`src/rtl/icr_pkg.sv`:
```
package icr_pkg;
    localparam int N_SRC      = 5;
    localparam int REQ_BIT    = 7;
    localparam int DATA_W     = 8;

    typedef enum int {
        SRC_TMR_A = 0,
        SRC_TMR_B = 1,
        SRC_TOD   = 2,
        SRC_SR    = 3,
        SRC_FLAG  = 4
    } src_idx_e;

    typedef logic [N_SRC-1:0] src_vec_t;

    typedef struct packed {
        logic     set_mode;
        src_vec_t select;
    } mask_cmd_t;

    function automatic logic [DATA_W-1:0] read_word(input logic req, input src_vec_t st);
        logic [DATA_W-1:0] w;
        w = '0;
        w[N_SRC-1:0] = st;
        w[REQ_BIT]   = req;
        return w;
    endfunction
endpackage

```
`src/rtl/icr_flag_edge.sv`:
```
module icr_flag_edge #(
    parameter int STAGES = 2
) (
    input  logic clk,
    input  logic rst,
    input  logic pin_n,
    output logic fall
);
    logic [STAGES:0] chain;

    always_ff @(posedge clk) begin
        if (rst) chain <= '1;
        else     chain <= {chain[STAGES-1:0], pin_n};
    end

    assign fall = chain[STAGES] & ~chain[STAGES-1];

    p_single_fall_r3: assert property (@(posedge clk) disable iff (rst)
        fall |=> !fall);
endmodule

```
`src/rtl/icr_status.sv`:
```
module icr_status
    import icr_pkg::*;
(
    input  logic     clk,
    input  logic     rst,
    input  src_vec_t events,
    input  logic     clr,
    output src_vec_t status
);
    always_ff @(posedge clk) begin
        if (rst)      status <= '0;
        else if (clr) status <= events;
        else          status <= status | events;
    end

    p_clear_on_read_r9: assert property (@(posedge clk) disable iff (rst)
        (clr && events == '0) |=> status == '0);
    p_keep_event_r10: assert property (@(posedge clk) disable iff (rst)
        (events != '0) |=> (status & $past(events)) == $past(events));
    p_sticky_r5: assert property (@(posedge clk) disable iff (rst)
        (!clr && events == '0) |=> $stable(status));
endmodule

```
`src/rtl/icr_mask.sv`:
```
module icr_mask
    import icr_pkg::*;
(
    input  logic      clk,
    input  logic      rst,
    input  logic      wr,
    input  mask_cmd_t cmd,
    output src_vec_t  enables
);
    always_ff @(posedge clk) begin
        if (rst)
            enables <= '0;
        else if (wr) begin
            if (cmd.set_mode) enables <= enables | cmd.select;
            else              enables <= enables & ~cmd.select;
        end
    end

    p_set_bits_r6: assert property (@(posedge clk) disable iff (rst)
        (wr && cmd.set_mode) |=> (enables & $past(cmd.select)) == $past(cmd.select));
    p_clear_bits_r7: assert property (@(posedge clk) disable iff (rst)
        (wr && !cmd.set_mode) |=> (enables & $past(cmd.select)) == '0);
    p_others_kept_r6: assert property (@(posedge clk) disable iff (rst)
        wr |=> (enables & ~$past(cmd.select)) == ($past(enables) & ~$past(cmd.select)));
    p_idle_hold_r7: assert property (@(posedge clk) disable iff (rst)
        !wr |=> $stable(enables));
endmodule

```
`src/rtl/intr_ctrl_reg.sv`:
```
module intr_ctrl_reg
    import icr_pkg::*;
#(
    parameter int SYNC_STAGES = 2
) (
    input  logic              clk,
    input  logic              rst,
    input  logic              tmr_a_uf,
    input  logic              tmr_b_uf,
    input  logic              tod_alarm,
    input  logic              sr_done,
    input  logic              flag_n,
    input  logic              wr_en,
    input  logic [DATA_W-1:0] wr_data,
    input  logic              rd_en,
    output logic [DATA_W-1:0] rd_data,
    output logic              irq_n
);
    logic      flag_fall;
    src_vec_t  events;
    src_vec_t  status;
    src_vec_t  enables;
    mask_cmd_t cmd;
    logic      req;
    logic      unused_wr_bits;

    icr_flag_edge #(.STAGES(SYNC_STAGES)) u_edge (
        .clk   (clk),
        .rst   (rst),
        .pin_n (flag_n),
        .fall  (flag_fall)
    );

    always_comb begin
        events            = '0;
        events[SRC_TMR_A] = tmr_a_uf;
        events[SRC_TMR_B] = tmr_b_uf;
        events[SRC_TOD]   = tod_alarm;
        events[SRC_SR]    = sr_done;
        events[SRC_FLAG]  = flag_fall;
    end

    assign cmd.set_mode   = wr_data[REQ_BIT];
    assign cmd.select     = wr_data[N_SRC-1:0];
    assign unused_wr_bits = ^wr_data[REQ_BIT-1:N_SRC];

    icr_status u_status (
        .clk    (clk),
        .rst    (rst),
        .events (events),
        .clr    (rd_en),
        .status (status)
    );

    icr_mask u_mask (
        .clk     (clk),
        .rst     (rst),
        .wr      (wr_en),
        .cmd     (cmd),
        .enables (enables)
    );

    assign req     = |(status & enables);
    assign irq_n   = ~req;
    assign rd_data = read_word(req, status);

    p_unused_zero_r4: assert property (@(posedge clk) disable iff (rst)
        rd_data[6:5] == 2'b00);
    p_req_needs_enable_r8: assert property (@(posedge clk) disable iff (rst)
        !irq_n |-> (status != '0 && enables != '0));
    p_reset_quiet_r1: assert property (@(posedge clk)
        rst |=> (irq_n && rd_data == '0));
endmodule

```
`config.mk`:
```
export PLATFORM = sky130hd
export DESIGN_NAME = intr_ctrl_reg
export DESIGN_NICKNAME = d
export VERILOG_FILES = /design/src/rtl/icr_pkg.sv /design/src/rtl/icr_flag_edge.sv /design/src/rtl/icr_status.sv /design/src/rtl/icr_mask.sv /design/src/rtl/intr_ctrl_reg.sv
export SDC_FILE = /design/constraint.sdc
export NUM_CORES = 1
export LEC_CHECK = 0
export BUFFER_PORTS_ARGS = -buffer_cell sky130_fd_sc_hd__buf_2
export CAP_MARGIN = 20
export CORE_AREA = 2 2 39 41
export CTS_BUF_LIST = sky130_fd_sc_hd__clkbuf_8
export CTS_CLUSTER_DIAMETER = 100
export CTS_CLUSTER_SIZE = 8
export DETAILED_ROUTE_END_ITERATION = 10
export DIE_AREA = 0 0 41 43
export GPL_TIMING_DRIVEN = 0
export PLACE_DENSITY = 0.73
export SYNTH_ARGS = -nofsm -noshare
export SYNTH_HDL_FRONTEND = slang
export SYNTH_SLANG_ARGS = --single-unit
```
`constraint.sdc`:
```
create_clock -name clk -period 1 [get_ports clk]
set_input_delay 0.15 -clock clk [delete_from_list [all_inputs] [get_ports clk]]
set_output_delay 0.15 -clock clk [all_outputs]
set_load 0.01 [all_outputs]
```
* Word-level counts from Yosys, hierarchy flattened
Index checks and enable logic that the tools add are counted.
Widths: inputs -> output; s select.
** Word-level totals
- Register bits :: 13
- Input bits :: 17
- Output and inout bits :: 9
- Logic and storage cells :: 14
** Cells by class
- Mux-type cells :: 2
- Bitwise gates (word level) :: 8
- Reduce and logical (&&, ||, !) cells :: 1
** Operators with widths (number)
- $and 5x5->5 :: 2
- $mux 5 :: 2
- $or 5x5->5 :: 2
- $not 5->5 :: 1
- $reduce_or 5->1 :: 1
- $not 1->1 :: 2
- $and 1x1->1 :: 1

* Depth between registers and ports, before layout
Gate-level depths: netlist of run 1.
- Word-level depth :: 4
- Mapped depth :: 3
- Depth with buffers taken out :: 2

* Cells and area by module
Synthesis of run 1 repeated with hierarchy kept, for this count alone.
** Unflattened totals
- Cells, all modules :: 56
- Area total of the unflattened synthesis :: 525.5 um^2
** By module, submodules not included
- icr_mask :: times used 1, cells an instance 21, area each 211.5 um^2, seq. area each 100.1 um^2
- icr_status :: times used 1, cells an instance 20, area each 175.2 um^2, seq. area each 100.1 um^2
- icr_flag_edge :: times used 1, cells an instance 7, area each 85.1 um^2, seq. area each 60.1 um^2
- intr_ctrl_reg :: times used 1, cells an instance 8, area each 53.8 um^2, seq. area each 0.0 um^2

* Least setup slack after synthesis of run 1
No wires, ideal clock.
- Path kind :: register to output
- From :: register u_status.status[3]
- To :: output irq_n
- Arrival time :: 787 ps
- Required time :: 850 ps
- Path slack :: 63 ps
- Cell stages (with the launch flop) :: 3
- Path buffers :: 0
- Path through :: dfxtp_1 a22oi_1 and4_1
** Between the ends
- Longest elaborated chain between the ends :: 3
** RTL lines
- start: declaration :: RTL line icr_status.sv:8 : output src_vec_t status
- start signal: assignment :: RTL line icr_status.sv:12 : else if (clr) status <= events;
- start signal: assignment :: RTL line icr_status.sv:13 : else status <= status | events;
- $and 5x5->5 :: RTL line intr_ctrl_reg.sv:63 : assign req = |(status & enables);
- $reduce_or 5->1 :: RTL line intr_ctrl_reg.sv:63
- $not 1->1 :: RTL line intr_ctrl_reg.sv:64 : assign irq_n = ~req;
- end: declaration :: RTL line intr_ctrl_reg.sv:17 : output logic irq_n
Every way passes these cells.

==> results of run 1 <==
cell usage in the layout (no fill, tap or decap), drive strengths merged:
| master | Yosys | final |
|---|---|---|
| or2 | 3 | 3 |
| and4 | 1 | 1 |
| a21bo | 5 | 5 |
| buf | 5 | 24 |
| a21oi | 10 | 10 |
| nand2b | 6 | 6 |
| a22oi | 1 | 1 |
| conb | 1 | 2 |
| nand2 | 3 | 3 |
| clkbuf | 0 | 3 |
| dfxtp | 13 | 13 |
| nand3 | 5 | 5 |
| nand4 | 1 | 1 |
| inv | 4 | 5 |
cell families after synthesis:
| group | after synthesis | share of synthesized area (%) |
|---|---|---|
| DFF | 13 | 47.2 |
| and+or+nand+nor | 19 | 19.5 |
| other | 1 | 0.680 |
| buffers and inverters | 9 | 9.75 |
| AOI/OAI and AO/OA | 16 | 22.9 |
layout make-up:
cell class	instances	area, um2	area share [%]
Inverter	4	15.0	2.07
Tap cell	16	20.0	2.75
Sequential cell	13	263	36.1
Clock inverter	1	3.75	0.516
Timing Repair Buffer	20	106	14.6
Multi-Input combinational cell	37	246	33.9
Clock buffer	3	41.3	5.68
Buffer	4	31.3	4.30
routing by layer:
metal | vias to the layer above | part of all wire (%) | track usage (%)
li1 | 236 | - | -
met5 | - | 0 | 0
met3 | 0 | 6.0 | 3.14
met4 | 0 | 0 | 6.00
met2 | 15 | 46 | 19.4
met1 | 199 | 48 | 12.6
what timing repair did:
item	4_1_cts	5_1_grt
buffers inserted	0	0
cloned	0	0
setup endpoints to repair	2	2
pin swaps	3	1
gates resized for setup	4	0
synth_stat cells (all sizes together):
master / n / share of area [%]
dfxtp: 13 / 47
a21oi: 10 / 12
nand2b: 6 / 6.8
a21bo: 5 / 9.1
buf: 5 / 7.0
nand3: 5 / 4.5
inv: 4 / 2.7
nand2: 3 / 2.0
or2: 3 / 3.4
a22oi: 1 / 1.4
and4: 1 / 1.6
conb: 1 / 0.68
nand4: 1 / 1.1
per-stage QoR:
step | setup slack (ns) | util, % | hold WS, ns | std cells | instance area [um2]
final | -0.192 | 52.5 | 0.103 | 98 | 727
after CTS | -0.206 | 52.5 | 0.101 | 98 | 727
after global routing | -0.256 | 52.5 | 0.101 | 98 | 727
after detailed placement | -0.0713 | 48.8 | 0.342 | 95 | 676
after floorplan | 0.0626 | - | 0.254 | 59 | 556
after global placement | -0.0600 | 48.8 | 0.336 | 95 | 676
final timing paths:
check | start | endpoint | slack [ns]
setup / recovery | flip-flop | irq_n | -0.19
hold / removal | flag_n | u_edge.chain[0] | 0.10
setup reg to reg | flip-flop | flip-flop | 0.27
hold reg to reg | u_edge.chain[0] | u_edge.chain[1] | 0.41
report_power, final:
group,internal [mW],total (mW),switching (mW)
Combinational,0.0747,0.140,0.0656
Sequential,0.547,0.561,0.0149
Clock,0.268,0.421,0.153
Total,0.890,1.12,0.234
==> metrics.md, run 1 <==
| Metric | Value |
|---|---|
| Final ANT Viol Nets | 0 |
| Hold Crit Depth | 2 |
| CP startpoint kind | flip-flop |
| GPL Wtd Cong | 0.594 |
| #FFs+latches synth | 13 |
| Worst Path Buf+Inv | 1 |
| Total GRT Usage | 11.7% |
| Core Box Area | 0.00138 mm2 |
| Total CTS buffers | 3 |
| Hold Violations, Final | 0 |
| Total number of yosys warnings | 0 |
| Initial Util | 39.9% |
| Arr. time, crit path | 1.04 ns |
| # rows | 14 |
| Critical Path, Cell by Cell | a22oi_2 > and4_1 > buf_2 |
| CTS Hold Bufs | 0 |
| Area Growth Syn to Fin | 31.7% |
| Setup TNS | -0.355 ns |
| Syn Inst Count | 58 |
| Tmin final | 1.19 ns |
| Crit path capture type | primary output |
| Wire per inst | 9.47 um |
| Vias | 450 |
| Failing checks | setup timing |
| Pin count of the biggest net entering global routing | 11 |
| Max clock buf depth | 2 |
| NumNets Final | 100 |
| N_diodes | 0 |
| CP max FO | 2 |
| Worst setup path class | flip-flop to primary output |
| Via/cell ratio | 4.59 |
| DRC errors left | 0 |
| I/O Buffers | 20 |
| Layout cells sized above 1 | 46.3% |
| Post-synthesis cell type count | 16 |
| Total grt overflow | 0 |
| CTS tree | yes |
| Clk Tree Root Cell | clkbuf_8 |
| Max stage delay cell, worst path | dfxtp_2 |
| Cell count along the critical path | 3 |
| Die extent in y | 43 um |
| Later-pin clock latency in the skew report | 0.23 ns |
| Cell Area, Synth | 552 um2 |
| RSZ-0062 raised after global routing | yes |
| Clk slew on worst S/H paths | 0.05 ns |
| Status | finished with violations |
| Clk_skew | 0.000185 ns |
| Global-route wire length before repair | 1410 um |
| IO Count | 26 |
| Pwr dens | 1540 mW/mm2 |
| Chip width | 41 um |
| Crit share post-route | 119% |
| Synthesized area per cell | 9.51 um2 |
| Fill count | 142 |
| 1st-iter DRT viols | 3 |
| Max frequency | 0.839 GHz |
| HPWL after detailed placement | 761 um |
| Max-slew violation count | 0 |
| Cells on worst reg2reg path | 2 |
| Worst path required time | 0.85 ns |
| H-Tree Depth | 1 |
| Die area | 0.00176 mm2 |
| Crit path max-delay family | flip-flops |
| Sequential element share of the synthesized area | 47.2% |
| Final WL | 928 um |
| Power after layout | 1.12 mW |
| Initial antenna violation count | 0 |
| Final Setup Violations | 2 |
| Worst hold path type | primary input to flip-flop |
| Worst vdd ir | 0.000760 V |
| Clock sink total | 13 |
| TritonRoute pass-1 iters | 3 |
| Number of maximum-capacitance violations | 0 |
| Vias in the first global route | 389 |
| Delay of the slowest critical-path stage | 0.32 ns |
| Lkg Pwr | 0.332 nW |
| Worst setup margin | -0.192 ns |
No activity file was read; power rests on OpenSTA's default activity.
==> inputs of run 2 (changes only) <==
Settings changed: CORE_AREA 2 2 39 41 to default, CORE_UTILIZATION from default to 40, DIE_AREA 0 0 41 43 to default, PLACE_DENSITY 0.73 to 0.7.
Clock period 1 ns to 1.35 ns, I/O delays scaled along.
==> metrics.md, run 2 (synthesized netlist as in run 1, its figures left out) <==
| Metric | Value |
|---|---|
| Status | finished, final reports clean (was finished with violations) |
| Clk_skew | 0.00306 ns (was 0.000185 ns) |
| Area Growth Syn to Fin | 30.2% (was 31.7%) |
| Clk Tree Root Cell | clkbuf_8 (unchanged) |
| Clock sink total | 13 (unchanged) |
| HPWL after detailed placement | 770 um (was 761 um) |
| CP startpoint kind | flip-flop (unchanged) |
| Clk slew on worst S/H paths | 0.05 ns (about the same) |
| Arr. time, crit path | 1.09 ns (was 1.04 ns) |
| Worst path required time | 1.15 ns (was 0.85 ns) |
| Vias | 449 (was 450) |
| Tmin final | 1.29 ns |
| Die extent in y | 39.1 um (was 43 um) |
| N_diodes | 0 (unchanged) |
| Commonest non-fill, non-tap cell in the layout | buf_2 (unchanged) |
| Max stage delay cell, worst path | dfxtp_2 (unchanged) |
| H-Tree Depth | 1 (unchanged) |
| Setup TNS | 0 ns (was -0.355 ns) |
| R2R Setup Slk | 0.59 ns (was 0.27 ns) |
| Lkg Pwr | 0.330 nW (was 0.332 nW) |
| Delay of the slowest critical-path stage | 0.32 ns (about the same) |
| DRC errors left | 0 (unchanged) |
| Pin count of the biggest net entering global routing | 11 (unchanged) |
| Layout cells sized above 1 | 45.1% (was 46.3%) |
| Total GRT Usage | 14.2% (was 11.7%) |
| Core Box Area | 0.00128 mm2 (was 0.00138 mm2) |
| Cells on worst reg2reg path | 2 (unchanged) |
| Wire per inst | 9.88 um (was 9.47 um) |
| Critical Path, Cell by Cell | a22oi_2 > and4_1 > buf_2 (unchanged) |
| IO Count | 26 (unchanged) |
| Crit share post-route | 95.4% |
| I/O Buffers | 20 (unchanged) |
| Post-route cell area | 718 um2 (was 727 um2) |
| Initial Util | 42.9% (was 39.9%) |
| Chip width | 39.1 um (was 41 um) |
| NumNets Final | 100 (unchanged) |
| CTS Hold Bufs | 0 (unchanged) |
| Placed Area | 674 um2 (was 676 um2) |
| Max clock buf depth | 2 (unchanged) |
| Crit path capture type | primary output (unchanged) |
| CTS tree | yes (unchanged) |
| Worst Path Buf+Inv | 1 (unchanged) |
| Via/cell ratio | 4.63 (was 4.59) |
| Worst hold path type | primary input to flip-flop (unchanged) |
| Hold_sp | flag_n (unchanged) |
| Hold Violations, Final | 0 (unchanged) |
| CP max FO | 3 (was 2) |
| Most frequent cells in the layout | buf_2, dfxtp_1, nand2b_1 (unchanged) |
| TritonRoute pass-1 iters | 3 (unchanged) |
| Crit path max-delay family | flip-flops (unchanged) |
| Pwr dens | 1160 mW/mm2 (was 1540 mW/mm2) |
| Initial antenna violation count | 0 (unchanged) |
| Hold Crit Depth | 2 (unchanged) |
| Max frequency | 0.776 GHz |
| Global-route wire length before repair | 1420 um (was 1410 um) |
| Fill count | 125 (was 142) |
| Worst setup path class | flip-flop to primary output (unchanged) |
| # rows | 13 (was 14) |
| GPL Wtd Cong | 0.632 (was 0.594) |
| Vias in the first global route | 341 (was 389) |
| RSZ-0062 raised after global routing | no (was yes) |
| Total grt overflow | 0 (unchanged) |
| WHS Endpoint | u_edge.chain[0] (unchanged) |
| Final WL | 958 um (was 928 um) |
| Max-slew violation count | 0 (unchanged) |
| Final Setup Violations | 0 (was 2) |
| Cell count along the critical path | 3 (unchanged) |
| 1st-iter DRT viols | 4 (was 3) |
| Worst vdd ir | 0.000744 V (was 0.000760 V) |
| Number of maximum-capacitance violations | 0 (unchanged) |
| Die area | 0.00153 mm2 (was 0.00176 mm2) |
| Final ANT Viol Nets | 0 (unchanged) |
| Total CTS buffers | 3 (unchanged) |
| Later-pin clock latency in the skew report | 0.23 ns (about the same) |
-- run 2: cell types whose count changed in the layout (fill, tap and decap cells not counted) --
cell and delta:
buf_2 +1, buf_6 -1, dfxtp_2 -1, dfxtp_1 +1
-- run 2: worst max-delay path by stage --
stage                       start          to  slack (ns)
6_report       u_status.status[3]       irq_n        0.06
4_1_cts                 flip-flop  rd_data[7]        0.01
3_5_place_dp   u_status.status[3]  rd_data[7]        0.20
2_1_floorplan  u_status.status[3]       irq_n        0.36
3_3_place_gp   u_status.status[3]  rd_data[7]        0.23
5_1_grt        u_status.status[3]       irq_n        0.01
-- run 2: layer usage --
layer  share of wire, %  up-vias  GRT usage, %  wire length [um]
met3                5.8        0          5.20                56
met1                 49      195          19.0               470
met5                  0        -             0                 0
met2                 45       16          20.4               431
li1                   -      238             -                 -
met4                  0        0          5.17                 0
-- run 2: metrics by stage --
step | std cells | setup WS, ns | hold WS, ns | total power, mW | utilization [%]
6_report | 97 | 0.0618 | 0.153 | 0.833 | 55.9
3_5_place_dp | 94 | 0.205 | 0.393 | 0.526 | 52.5
2_1_floorplan | 59 | 0.360 | 0.306 | 0.482 | -
3_3_place_gp | 94 | 0.232 | 0.390 | 0.524 | 52.5
4_1_cts | 98 | 0.0124 | 0.148 | 0.849 | 56.4
5_1_grt | 97 | 0.0102 | 0.148 | 0.887 | 55.9
-- run 2: layout make-up --
type	instances	area [um2]	area share, %
repair buffers	20	100	13.9
plain buffers	4	31.3	4.36
well taps	15	18.8	2.61
clock inverters	1	3.75	0.523
multi-input cells	37	246	34.3
clock buffers	3	41.3	5.75
inverters	4	15.0	2.09
flip-flops and latches	13	262	36.4
-- run 2: report_power, final --
part | total [mW] | switching (mW) | leakage (nW) | internal [mW]
logic | 0.102 | 0.0488 | 0.196 | 0.0529
clock network | 0.315 | 0.116 | 0.0269 | 0.199
registers | 0.416 | 0.0114 | 0.107 | 0.405
total | 0.833 | 0.177 | 0.330 | 0.657
-- run 2: timing repair --
item,CTS,global route
buffers inserted,0,0
gates resized for setup,1,1
endpoints found under the setup margin,1,1
pin swaps,1,2
